[src/rtl/ctr_pkg.sv]
package ctr_pkg;

    localparam int DEF_NUM_IN  = 8;
    localparam int DEF_NUM_OUT = 8;
    localparam int DEF_NUM_CH  = 4;
    localparam int ADDR_W      = 10;
    localparam int DATA_W      = 32;

    // word addresses (byte offset / 4)
    localparam logic [ADDR_W-1:0] A_CTRL      = 10'h000;
    localparam logic [ADDR_W-1:0] A_ACK       = 10'h004;
    localparam logic [ADDR_W-1:0] A_APP_SET   = 10'h005;
    localparam logic [ADDR_W-1:0] A_APP_CLR   = 10'h006;
    localparam logic [ADDR_W-1:0] A_APP_PULSE = 10'h007;
    localparam logic [ADDR_W-1:0] A_IN_BASE   = 10'h008;
    localparam logic [ADDR_W-1:0] A_OUT_BASE  = 10'h028;
    localparam logic [ADDR_W-1:0] A_ST_IN     = 10'h04C;
    localparam logic [ADDR_W-1:0] A_ST_OUT    = 10'h04D;
    localparam logic [ADDR_W-1:0] A_ST_CHIN   = 10'h04E;
    localparam logic [ADDR_W-1:0] A_ST_CHOUT  = 10'h04F;
    localparam logic [ADDR_W-1:0] A_KEY       = 10'h3EC;
    localparam logic [ADDR_W-1:0] A_KEYSTAT   = 10'h3ED;

    localparam logic [DATA_W-1:0] UNLOCK_KEY  = 32'hC5AC_CE55;

    typedef enum logic {UNLOCKED = 1'b0, LOCKED = 1'b1} lock_e;

    typedef struct packed {
        logic              we;
        logic [ADDR_W-1:0] addr;
        logic [DATA_W-1:0] wdata;
    } bus_req_t;

    function automatic logic [ADDR_W-1:0] slot_addr(logic [ADDR_W-1:0] base, int idx);
        return base + ADDR_W'(idx);
    endfunction

endpackage

[src/rtl/ctr_regs.sv]
module ctr_regs
    import ctr_pkg::*;
#(
    parameter int NUM_IN  = DEF_NUM_IN,
    parameter int NUM_OUT = DEF_NUM_OUT,
    parameter int NUM_CH  = DEF_NUM_CH
) (
    input  logic                            clk,
    input  logic                            rst,
    input  bus_req_t                        req,
    input  logic [NUM_IN-1:0]               trig_in,
    input  logic [NUM_OUT-1:0]              trig_out,
    input  logic [NUM_CH-1:0]               chan_in,
    input  logic [NUM_CH-1:0]               chan_out,
    output logic                            en,
    output logic [NUM_CH-1:0]               app_ch,
    output logic [NUM_CH-1:0]               pulse_ch,
    output logic [NUM_IN-1:0][NUM_CH-1:0]   in_mask,
    output logic [NUM_OUT-1:0][NUM_CH-1:0]  out_mask,
    output logic [NUM_OUT-1:0]              ack,
    output logic [DATA_W-1:0]               rdata
);

    lock_e                          lock_q;
    logic                           en_q;
    logic [NUM_CH-1:0]              app_q;
    logic [NUM_CH-1:0]              pulse_q;
    logic [NUM_IN-1:0][NUM_CH-1:0]  in_mask_q;
    logic [NUM_OUT-1:0][NUM_CH-1:0] out_mask_q;
    logic                           wr_ok;

    assign wr_ok = req.we && (lock_q == UNLOCKED);

    always_ff @(posedge clk) begin
        if (rst) begin
            lock_q     <= LOCKED;
            en_q       <= 1'b0;
            app_q      <= '0;
            pulse_q    <= '0;
            in_mask_q  <= '0;
            out_mask_q <= '0;
        end else begin
            pulse_q <= '0;
            if (req.we && req.addr == A_KEY)
                lock_q <= (req.wdata == UNLOCK_KEY) ? UNLOCKED : LOCKED;
            if (wr_ok) begin
                if (req.addr == A_CTRL)      en_q    <= req.wdata[0];
                if (req.addr == A_APP_SET)   app_q   <= app_q | req.wdata[NUM_CH-1:0];
                if (req.addr == A_APP_CLR)   app_q   <= app_q & ~req.wdata[NUM_CH-1:0];
                if (req.addr == A_APP_PULSE) pulse_q <= req.wdata[NUM_CH-1:0];
                for (int n = 0; n < NUM_IN; n++)
                    if (req.addr == slot_addr(A_IN_BASE, n))
                        in_mask_q[n] <= req.wdata[NUM_CH-1:0];
                for (int m = 0; m < NUM_OUT; m++)
                    if (req.addr == slot_addr(A_OUT_BASE, m))
                        out_mask_q[m] <= req.wdata[NUM_CH-1:0];
            end
        end
    end

    assign ack      = (wr_ok && req.addr == A_ACK) ? req.wdata[NUM_OUT-1:0] : '0;
    assign en       = en_q;
    assign app_ch   = app_q;
    assign pulse_ch = pulse_q;
    assign in_mask  = in_mask_q;
    assign out_mask = out_mask_q;

    always_comb begin
        rdata = '0;
        case (req.addr)
            A_CTRL:     rdata[0]          = en_q;
            A_APP_SET:  rdata[NUM_CH-1:0] = app_q;
            A_ST_IN:    rdata[NUM_IN-1:0] = trig_in;
            A_ST_OUT:   rdata[NUM_OUT-1:0]= trig_out;
            A_ST_CHIN:  rdata[NUM_CH-1:0] = chan_in;
            A_ST_CHOUT: rdata[NUM_CH-1:0] = chan_out;
            A_KEYSTAT:  rdata[0]          = (lock_q == LOCKED);
            default:    ;
        endcase
        for (int n = 0; n < NUM_IN; n++)
            if (req.addr == slot_addr(A_IN_BASE, n)) rdata[NUM_CH-1:0] = in_mask_q[n];
        for (int m = 0; m < NUM_OUT; m++)
            if (req.addr == slot_addr(A_OUT_BASE, m)) rdata[NUM_CH-1:0] = out_mask_q[m];
    end


    locked_write_blocked_chk: assert property (@(posedge clk) disable iff (rst)
        (lock_q == LOCKED && req.we && req.addr != A_KEY)
        |=> ($stable(en_q) && $stable(app_q) && $stable(in_mask_q) && $stable(out_mask_q)));


    key_unlock_chk: assert property (@(posedge clk) disable iff (rst)
        (req.we && req.addr == A_KEY && req.wdata == UNLOCK_KEY) |=> lock_q == UNLOCKED);


    key_relock_chk: assert property (@(posedge clk) disable iff (rst)
        (req.we && req.addr == A_KEY && req.wdata != UNLOCK_KEY) |=> lock_q == LOCKED);


    pulse_single_cycle_chk: assert property (@(posedge clk) disable iff (rst)
        (pulse_q != '0 && !(req.we && req.addr == A_APP_PULSE)) |=> pulse_q == '0);

endmodule

[src/rtl/ctr_route.sv]
module ctr_route
    import ctr_pkg::*;
#(
    parameter int NUM_IN  = DEF_NUM_IN,
    parameter int NUM_OUT = DEF_NUM_OUT,
    parameter int NUM_CH  = DEF_NUM_CH
) (
    input  logic                            clk,
    input  logic                            rst,
    input  logic                            en,
    input  logic [NUM_IN-1:0]               trig_in,
    input  logic [NUM_CH-1:0]               app_ch,
    input  logic [NUM_CH-1:0]               pulse_ch,
    input  logic [NUM_IN-1:0][NUM_CH-1:0]   in_mask,
    input  logic [NUM_OUT-1:0][NUM_CH-1:0]  out_mask,
    input  logic [NUM_OUT-1:0]              ack,
    output logic [NUM_CH-1:0]               chan_in,
    output logic [NUM_CH-1:0]               chan_out,
    output logic [NUM_OUT-1:0]              trig_out
);

    logic [NUM_OUT-1:0] hit;
    logic [NUM_OUT-1:0] out_q;

    for (genvar c = 0; c < NUM_CH; c++) begin : g_chan
        logic [NUM_IN-1:0] drivers;
        for (genvar n = 0; n < NUM_IN; n++) begin : g_src
            assign drivers[n] = trig_in[n] & in_mask[n][c];
        end
        assign chan_in[c] = (|drivers) | app_ch[c] | pulse_ch[c];
    end

    assign chan_out = en ? chan_in : '0;

    for (genvar m = 0; m < NUM_OUT; m++) begin : g_out
        assign hit[m] = |(chan_out & out_mask[m]);
    end

    always_ff @(posedge clk) begin
        if (rst)     out_q <= '0;
        else if (en) out_q <= (out_q & ~ack) | hit;
        else         out_q <= '0;
    end

    assign trig_out = out_q;


    disabled_quiet_chk: assert property (@(posedge clk) disable iff (rst)
        !en |=> out_q == '0);


    sticky_hold_chk: assert property (@(posedge clk) disable iff (rst)
        (en && ack == '0) |=> (out_q & $past(out_q)) == $past(out_q));


    ack_clears_chk: assert property (@(posedge clk) disable iff (rst)
        (en && ack != '0) |=> (out_q & $past(ack & ~hit)) == '0);

endmodule

[src/rtl/cross_trig_router.sv]
module cross_trig_router
    import ctr_pkg::*;
#(
    parameter int NUM_IN  = DEF_NUM_IN,
    parameter int NUM_OUT = DEF_NUM_OUT,
    parameter int NUM_CH  = DEF_NUM_CH
) (
    input  logic                 clk,
    input  logic                 rst,
    input  logic [ADDR_W-1:0]    bus_addr,
    input  logic                 bus_we,
    input  logic [DATA_W-1:0]    bus_wdata,
    output logic [DATA_W-1:0]    bus_rdata,
    input  logic [NUM_IN-1:0]    trig_in,
    output logic [NUM_OUT-1:0]   trig_out
);

    bus_req_t                       req;
    logic                           en;
    logic [NUM_CH-1:0]              app_ch;
    logic [NUM_CH-1:0]              pulse_ch;
    logic [NUM_IN-1:0][NUM_CH-1:0]  in_mask;
    logic [NUM_OUT-1:0][NUM_CH-1:0] out_mask;
    logic [NUM_OUT-1:0]             ack;
    logic [NUM_CH-1:0]              chan_in;
    logic [NUM_CH-1:0]              chan_out;

    assign req = '{we: bus_we, addr: bus_addr, wdata: bus_wdata};

    ctr_regs #(.NUM_IN(NUM_IN), .NUM_OUT(NUM_OUT), .NUM_CH(NUM_CH)) u_regs (
        .clk      (clk),
        .rst      (rst),
        .req      (req),
        .trig_in  (trig_in),
        .trig_out (trig_out),
        .chan_in  (chan_in),
        .chan_out (chan_out),
        .en       (en),
        .app_ch   (app_ch),
        .pulse_ch (pulse_ch),
        .in_mask  (in_mask),
        .out_mask (out_mask),
        .ack      (ack),
        .rdata    (bus_rdata)
    );

    ctr_route #(.NUM_IN(NUM_IN), .NUM_OUT(NUM_OUT), .NUM_CH(NUM_CH)) u_route (
        .clk      (clk),
        .rst      (rst),
        .en       (en),
        .trig_in  (trig_in),
        .app_ch   (app_ch),
        .pulse_ch (pulse_ch),
        .in_mask  (in_mask),
        .out_mask (out_mask),
        .ack      (ack),
        .chan_in  (chan_in),
        .chan_out (chan_out),
        .trig_out (trig_out)
    );

endmodule

[config.mk]
export PLATFORM = sky130hd
export DESIGN_NAME = cross_trig_router
export DESIGN_NICKNAME = d
export VERILOG_FILES = /design/src/rtl/ctr_pkg.sv /design/src/rtl/ctr_regs.sv /design/src/rtl/ctr_route.sv /design/src/rtl/cross_trig_router.sv
export SDC_FILE = /design/constraint.sdc
export NUM_CORES = 1
export LEC_CHECK = 0
export BUFFER_PORTS_ARGS = -buffer_cell sky130_fd_sc_hd__buf_2
export CORE_ASPECT_RATIO = 1.5
export CORE_MARGIN = 2
export CORE_UTILIZATION = 56
export CTS_CLUSTER_SIZE = 40
export DETAILED_ROUTE_END_ITERATION = 8
export PLACE_DENSITY_LB_ADDON = 0.2
export REMOVE_ABC_BUFFERS = 1
export SLEW_MARGIN = 20
export SYNTH_ARGS = -nofsm -noshare
export SYNTH_HDL_FRONTEND = slang
export SYNTH_SLANG_ARGS = --single-unit
[constraint.sdc]
create_clock -name clk -period 2.2 [get_ports clk]
set_clock_uncertainty 0.1 [all_clocks]
set_input_delay 0.11 -clock clk [delete_from_list [all_inputs] [get_ports clk]]
set_output_delay 0.11 -clock clk [all_outputs]
set_load 0.01 [all_outputs]
Word level (Yosys, flattened, before mapping)
Cells that the tools add are included.
{ "word_totals": {"inputBits": 53, "regBits": 82} }
{ "op_classes": {"n_bitwise": 58, "n_reduce_logical": 37, "n_eq_ne": 27, "n_mux": 24} }
{ "ops": {"columns": ["operator", "n"], "rows": [
  ["$eq A10 B4 Y1 const B", 8],
  ["$eq A10 B6 Y1 const B", 8],
  ["$mux W4", 19],
  ["$eq A10 B3 Y1 const B", 4],
  ["$eq A10 B7 Y1 const B", 4],
  ["$and A4 B4 Y4", 9],
  ["$reduce_and A2 Y1", 18],
  ["$and A1 B1 Y1", 32],
  ["$eq A32 B32 Y1 const B", 1],
  ["$reduce_or A4 Y1", 8],
  ["$reduce_or A8 Y1", 4],
  ["$eq A10 B10 Y1 const B", 2],
  ["$pmux W3 S5", 1],
  ["$logic_not A10 Y1", 1],
  ["$and A8 B8 Y8", 1],
  ["$mux W8", 1],
  ["$not A8 Y8", 1],
  ["$or A1 B1 Y1", 8],
  ["$or A8 B8 Y8", 1],
  ["$pmux W4 S2", 1],
  ["$pmux W1 S7", 1],
  ["$not A1 Y1", 4],
  ["$not A4 Y4", 1],
  ["$or A4 B4 Y4", 1],
  ["5 further kinds", 7]
]} }

Depth between registers and ports, before layout
Gate-level depths: netlist of run 1.
{ "logic_depth": {"word_depth": 22, "ltp_mapped": 9, "mapped_depth_nobuf": 6} }

By module
From an unflattened synthesis of run 1, not the netlist that was laid out.
{ "unflattened": {"cells_unflattened": 625, "area_unflattened_um2": 5253.8} }
{ "by_module_without_submodules": {"columns": ["module", "area_each_um2", "seq_area_each_um2", "cells_per_inst", "n_inst"], "rows": [
  ["ctr_regs", 4540.6, 1481.4, 543, 1],
  ["ctr_route", 713.2, 160.2, 82, 1]
]} }

Worst setup path before layout of run 1
Ideal clock, no wire load.
{ "synth_timing": {"path_type": "reg-to-reg", "startpoint": "register u_regs.in_mask_q, in the netlist u_regs.in_mask[3]", "endpoint": "register u_route.out_q[2], in the netlist u_route.trig_out[2]", "period_less_slack_ns": 1.873, "t_arrival_ns": 1.645, "slack_ns": 0.327, "stages_incl_launch_ff": 8, "path_cell_list": "dfxtp_1 -> a222oi_1 -> nand3_1 -> a2111oi_0 -> nor2b_1 -> clkbuf_1 -> a22oi_1 -> a31oi_1"} }
{ "synth_via": {"elab_chain_cells": 8} }
{ "synth_lines": {"columns": ["element", "line", "rtl"], "rows": [
  ["start: declaration", "ctr_regs.sv:28", "logic [NUM_IN-1:0][NUM_CH-1:0] in_mask_q;"],
  ["start signal: indexed assignment", "ctr_regs.sv:53", "in_mask_q[n] <= req.wdata[NUM_CH-1:0];"],
  ["$and A1 B1 Y1", "ctr_route.sv:28", "assign drivers[n] = trig_in[n] & in_mask[n][c];"],
  ["$reduce_or A8 Y1", "ctr_route.sv:30", "assign chan_in[c] = (|drivers) | app_ch[c] | pulse_ch[c];"],
  ["$or A1 B1 Y1 (2 in a row)", "ctr_route.sv:30", null],
  ["$mux W4", "ctr_route.sv:33", "assign chan_out = en ? chan_in : '0;"],
  ["$and A4 B4 Y4", "ctr_route.sv:36", "assign hit[m] = |(chan_out & out_mask[m]);"],
  ["$reduce_or A4 Y1", "ctr_route.sv:36", null],
  ["$or A8 B8 Y8", "ctr_route.sv:41", "else if (en) out_q <= (out_q & ~ack) | hit;"],
  ["end signal: assignment", "ctr_route.sv:41", null],
  ["end: declaration", "ctr_route.sv:23", "logic [NUM_OUT-1:0] out_q;"]
]} }
Every way passes these cells.
A chain may end at the register's enable or synchronous reset.

Worst setup path after layout of run 1
{ "layout_timing": {"startpoint": "register u_regs.in_mask_q, in the netlist u_regs.in_mask[2]", "endpoint": "output bus_rdata[2]"} }
{ "layout_via": {"elab_chain_cells": 22} }
{ "layout_lines": {"columns": ["element", "line", "rtl"], "rows": [
  ["$and A1 B1 Y1", "ctr_route.sv:28", null],
  ["$reduce_or A8 Y1", "ctr_route.sv:30", null],
  ["$or A1 B1 Y1 (2 in a row)", "ctr_route.sv:30", null],
  ["$mux W4", "ctr_route.sv:33", null],
  ["$pmux W3 S5", "ctr_regs.sv:70", "case (req.addr)"],
  ["$mux W4 (*) (8 in a row)", "ctr_regs.sv:81", "if (req.addr == slot_addr(A_IN_BASE, n)) rdata[NUM_CH-1:0] = in_mask_q[n];"],
  ["$mux W4 (*) (8 in a row)", "ctr_regs.sv:83", "if (req.addr == slot_addr(A_OUT_BASE, m)) rdata[NUM_CH-1:0] = out_mask_q[m];"],
  ["end: declaration", "cross_trig_router.sv:13", "output logic [DATA_W-1:0] bus_rdata,"]
]} }
Mark *: on every way between the ends. The rest lies on a longest branch, timed or not.

==> results of run 1 <==
[repair_timing]
action / in CTS / in global routing
resized for setup: 11 / 9
setup buffers: 3 / 1
hold endpoints to repair: 0 / 0
pin swaps: 6 / 11
endpoints found under the setup margin: 4 / 11
[worst register-to-register path, delay by kind of cell, from the launching register on]
family                 cells  cell delay, ns
AND/OR/NAND/NOR            2            0.43
buffers and inverters      2            0.32
AO/OA/AOI/OAI              3            0.84
flip-flops                 1            0.35
[state kept, by name, indices dropped and copies added, names as in the netlist, named ones only]
signal            count
u_regs.lock_q         1
u_regs.out_mask      32
u_regs.in_mask       32
u_regs.en             1
u_regs.pulse_ch       4
u_route.trig_out      8
[cell families after synthesis]
kind of cell	after synthesis	synth area share (%)
and+or+nand+nor	246	25.5
AOI/OAI and AO/OA	190	24.3
buffers and inverters	84	8.61
DFF	82	34.1
muxes	31	7.39
other	1	0.0780
[Yosys cell counts (2+ instances only)]
cell type,count
a21oi_1,67
a22oi_1,27
nand4_1,9
a211oi_1,4
a2111oi_0,6
buf_1,7
inv_1,17
nor3_4,2
dfxtp_1,82
nand2b_1,12
mux2i_1,22
nor2_1,73
nor2b_1,13
and3_1,8
nor3b_1,2
o22ai_1,5
o21ai_1,2
nor3_1,6
a221o_1,2
mux2_2,6
buf_4,24
o221ai_1,3
a222oi_1,4
nand3_1,35
a31oi_1,12
nor2_2,5
o32ai_1,2
nand2_1,58
o21ai_0,43
mux4_2,3
nor4_1,9
and2_1,3
a32oi_1,4
or2_2,2
buf_2,7
clkbuf_1,29
nor4bb_1,2
[area by class of cell]
class / count / share of cell area (%)
Sequential cell: 82 / 28.2
Multi-Input combinational cell: 491 / 50.0
Tap cell: 107 / 2.30
Timing Repair Buffer: 126 / 13.3
Inverter: 17 / 1.09
Clock inverter: 4 / 0.880
Clock buffer: 12 / 4.23
[metal layers]
layer	up-vias	wire length (microns)	track usage, %
li1	2439	-	-
met1	2598	6670	45.1
met2	344	9210	65.8
met3	92	1660	9.28
met4	0	1330	26.3
met5	-	0	0
[through the flow]
| stage | cells | utilization [%] | setup slack, ns | hold slack (ns) |
|---|---|---|---|---|
| after CTS | 838 | 69.1 | -0.189 | 0.0178 |
| after floorplan | 590 | - | 0.0887 | 0.0791 |
| after global placement | 819 | 64.9 | 0.0125 | 0.360 |
| final | 839 | 69.7 | -0.169 | 0.0161 |
| after global routing | 839 | 69.7 | -0.276 | 0.0389 |
| after detailed placement | 819 | 64.9 | 0.00941 | 0.362 |
[worst min-delay path by stage]
stage	slack (ns)	cells past startpoint	to	from
global route	0.04	5	u_regs.lock_q	bus_wdata[25]
finish	0.02	5	u_regs.lock_q	bus_wdata[22]
floorplan	0.08	1	u_regs.in_mask[0]	rst
global placement	0.36	5	u_regs.lock_q	bus_wdata[22]
detailed placement	0.36	5	u_regs.lock_q	bus_wdata[17]
CTS	0.02	5	u_regs.lock_q	bus_wdata[22]
[report_power, final]
| group | internal, mW | switching [mW] | total (mW) |
|---|---|---|---|
| Sequential | 1.48 | 0.00000000000000829 | 1.48 |
| Clock | 0.910 | 0.590 | 1.50 |
| Combinational | 0.116 | 0.236 | 0.352 |
==> results.md, run 1 <==
- Routability cong.: 1.07
- Fin Setup TNS: -0.359 ns
- Worst path max stage delay: about 0.47 ns
- Number of flops mapped to enable cells by yosys: 0
- Fillers: approximately 690
- Fin crit share: 108%
- Yosys warns: 0
- Leakage: between 2 and 2.5 nW
- CP arrival: between 2 and 2.5 ns
- Top cells by area, synth: dfxtp_1 (34%), a21oi_1 (7.0%), nor2_1 (5.7%)
- Total GRT Usage: 40.0%
- Power density over cell area: ~570 nW/um^2
- DP HPWL: ~14 mm
- Actual slew at the worst max-slew pin: 0.732 ns
- Area of the die: approximately 9400 sq um
- Startpoint Class: flip-flop
- Most common cell after layout, fill and taps aside: dfxtp_1
- DRC Markers: 0
- VDD IR max: between 400 and 500 uV
- Register area share after synthesis: between 30% and 40%
- WP buf/inv: 1
- CTS Sinks: between 80 and 90
- CTS tree: done
- Final setup fails: 3
- Post-Syn Instances: roughly 630
- Worst skew pair latency: 0.34 ns
- Ys flop type: dfxtp_1
- Multi-input logic area: just under 3000 sq um
- Failing checks: negative setup slack
- Global route overflow: 0
- Routed WL: between 15 and 20 mm
- Number of cells on the critical path: 7
- Die height: roughly 120 microns
- FF-to-FF setup slack: roughly 0.030 ns
- Post-synth cell types: 54
- CORE AREA: between 8000 and 9000 sq um
- Status: complete, but fails checks
- Synth-to-layout area growth: 21.2%
- Reg2reg start: u_regs.in_mask[2]
- Initial antenna violation count: 0
- Worst R2R Path Depth: 7
- Unrepaired setup endpoints after global routing: true
- Number of core rows: between 40 and 50
- Post-DP Area: 5430 sq um
- Synth Cell Area: 4810 sq um
- Worst-path fanout max: 3
- CP required: between 1.5 and 2 ns
- Number of global-route vias before repair: 5244
- Worst Setup EP: bus_rdata[2]
- Average cell area after synthesis: 7.59 sq um
- Root buf cell: clkbuf_16
- Synth Register Bits: 82
- Via count: 5473
- Share of layout cells above drive strength 1: between 20% and 30%
- Area leader, netlist: dfxtp_1
- Largest buffer count on any clock path: 2
- Horiz. Die Dim: ~80 microns
- Vias per inst: approximately 6.5
- Achievable Freq: about 420 MHz
- Area share of the largest cell type after synthesis: roughly 34%
- CP Cell Sequence: a222oi_1, nand4_1, nand3_1, o221ai_2, a211oi_2, o21ai_1, buf_2
- Max-slew headroom at the worst pin: between 50% and 60%
- CP Class: reg -> out
- Final worst setup slack: -0.169 ns
- Largest net degree at the start of global routing: 56
- Iteration-0 DRC Markers: ~600
- Final Max Slew Viols: 0
- First-pass GRT wire length: ~28 mm
- Cts bufs inserted: 9
- ANT cells: 0
- Min cycle time layout: between 2 and 2.5 ns
- Most frequent cells in the layout: dfxtp_1 (79), nor2_1 (73), buf_2 (68), a21oi_1 (67)
- Total Power: about 3.3 mW
- Depth of the CTS H-tree: 3
- Ports: 93
- Post-synth ARST share: 0%
- Hold Buf Count CTS: 0
- Worst hold path class: in -> reg
- Fin area: 5830 sq um
- Final ANT Viol Nets: 0
- I/O Buffers: 68
- Worst path top cell family by delay: compound AO/OA/AOI/OAI gates
- Worst Setup SP: u_regs.in_mask[2]
- Reg area: ~1600 sq um
- DR WL/cell: 22.5 microns
- Initial Util: about 58%
- Max cap viols: 0
- Worst setup EP type: primary output
- Final net count: between 700 and 800
- CTS clock-pin slew for the worst setup and hold paths: 0.06 ns
- Worst r2r dst: u_route.trig_out[4]
- Slowest cell on the critical path: a222oi_1
- Drt pass-1 iters: 6
- Final hold vios: 0
Note: power is estimated with default switching activity, not from simulation.
==> run 2: changes to the inputs <==
Settings changed: CORE_MARGIN 2 to not set.
==> run 2 against run 1 <==
Against the previous run: the flow still finishes with violations (negative setup slack); hold slack improved by 0.0086 ns; first-iteration DRC count decreased by 17%; maximum frequency increased by 1.6%; cell count increased by 0.36%; critical endpoint is now bus_rdata[3].
==> results.md, run 2 (same netlist as run 1, synthesis figures left out) <==
- Fillers: just under 700
- CORE AREA: 8360 sq um
- Final Max Slew Viols: 0
- Share of layout cells above drive strength 1: between 20% and 30%
- Post-DP Area: around 5500 sq um
- DRC Markers: 0
- Final net count: approximately 780
- CTS tree: done
- Number of global-route vias before repair: a little over 5000
- Ports: slightly above 90
- Root buf cell: clkbuf_16
- CP required: 1.99 ns
- Cts bufs inserted: 9
- Initial Util: 57.5%
- CP Class: reg -> out
- Most frequent cells in the layout: dfxtp_1 (78), nor2_1 (73), buf_2 (68), a21oi_1 (67), nand2_1 (58)
- Power density over cell area: between 500 and 600 nW/um^2
- Routability cong.: between 1 and 1.5
- Worst hold start: bus_wdata[17]
- Depth of the CTS H-tree: 3
- Horiz. Die Dim: approximately 80 microns
- Max cap viols: 0
- Actual slew at the worst max-slew pin: ~0.53 ns
- CTS Sinks: 82
- Final hold slack: between 0.02 and 0.025 ns
- Routed WL: just under 20 mm
- Final ANT Viol Nets: 0
- Leakage: 2.27 nW
- First-pass GRT wire length: approximately 28 mm
- Worst Setup SP: u_regs.in_mask[3]
- Worst hold path class: in -> reg
- Vias per inst: ~6.5
- DP HPWL: around 15 mm
- Min cycle time layout: about 2.3 ns
- Reg2reg start: u_regs.in_mask[3]
- FF-to-FF setup slack: between 0.1 and 0.15 ns
- I/O Buffers: 68
- Unrepaired setup endpoints after global routing: true
- Worst-path fanout max: 3
- Largest buffer count on any clock path: 2
- Final worst setup slack: -0.132 ns
- Die height: between 100 and 150 microns
- Total Power: roughly 3.4 mW
- Final setup fails: 2
- ANT cells: 0
- Initial antenna violation count: 0
- DR WL/cell: 23.2 microns
- Final hold vios: 0
- Most common cell after layout, fill and taps aside: dfxtp_1
- Achievable Freq: ~430 MHz
- CP arrival: approximately 2.1 ns
- Synth-to-layout area growth: 22.9%
- Largest net degree at the start of global routing: 47
- Fin area: between 5000 and 6000 sq um
- Total GRT Usage: roughly 43%
- Failing checks: negative setup slack
- CTS clock-pin slew for the worst setup and hold paths: 0.06 ns
- Worst skew pair latency: ~0.35 ns
- Dpl ws: -0.0333 ns
- Iteration-0 DRC Markers: 502
- Status: complete, but fails checks
- Startpoint Class: flip-flop
- Worst setup EP type: primary output
- Area of the die: 8970 sq um
- Via count: ~5500
- Global route overflow: 0
- Drt pass-1 iters: 5
- Max-slew headroom at the worst pin: approximately 65%
- Fin crit share: 106%
- Hold Buf Count CTS: 0
- Number of core rows: slightly above 40
- VDD IR max: between 500 and 600 uV
run 2: timing repair:
action	in CTS	in global routing
hold endpoints to repair	0	0
pin swaps	11	8
setup endpoints to repair	4	12
setup buffers	3	2
gates resized for setup	18	8
gates cloned	0	1
run 2: metal layers:
layer	up-vias	track usage [%]	wire length, microns
li1	2453	-	-
met1	2558	43.4	6690
met2	351	75.5	9860
met3	116	7.95	1420
met4	0	35.6	1540
met5	-	0	0
run 2: final cells by class:
cell class	count	area (sq um)	share of cell area, %
tap	107	134	2.26
sequential	82	1650	27.9
clock buffer	10	239	4.04
clock inverter	6	57.6	0.974
timing repair buffer	128	828	14.0
multi-input combinational	492	2940	49.8
inverter	17	63.8	1.08
run 2: worst paths after layout:
kind | end | cells after the start
hold reg to reg | u_regs.out_mask[10] | 2
setup reg to reg | u_route.trig_out[4] | 8
setup / recovery | bus_rdata[3] | 8
hold / removal | u_regs.lock_q | 5
run 2: report_power, final:
group,switching (mW),total (mW),internal (mW)
clock,0.691,1.52,0.824
combinational,0.235,0.355,0.120
sequential,0.00000000000000808,1.48,1.48
total,0.926,3.35,2.43
run 2: per-stage QoR:
step	setup TNS (ns)	std cells	utilization (%)
floorplan	0	590	-
global placement	-0.00776	820	65.4
detailed placement	-0.0333	820	65.4
CTS	-0.0598	839	70.1
global route	-0.470	842	70.7
finish	-0.169	842	70.7
run 2: critical path: stages, from the launching register on:
cell	delay (ns)
dfxtp_2	0.35
a222oi_1	0.32
nand3_1	0.15
a2111oi_2	0.25
buf_4	0.18
o22ai_2	0.07
o21ai_2	0.15
nand4_1	0.14
buf_2	0.17
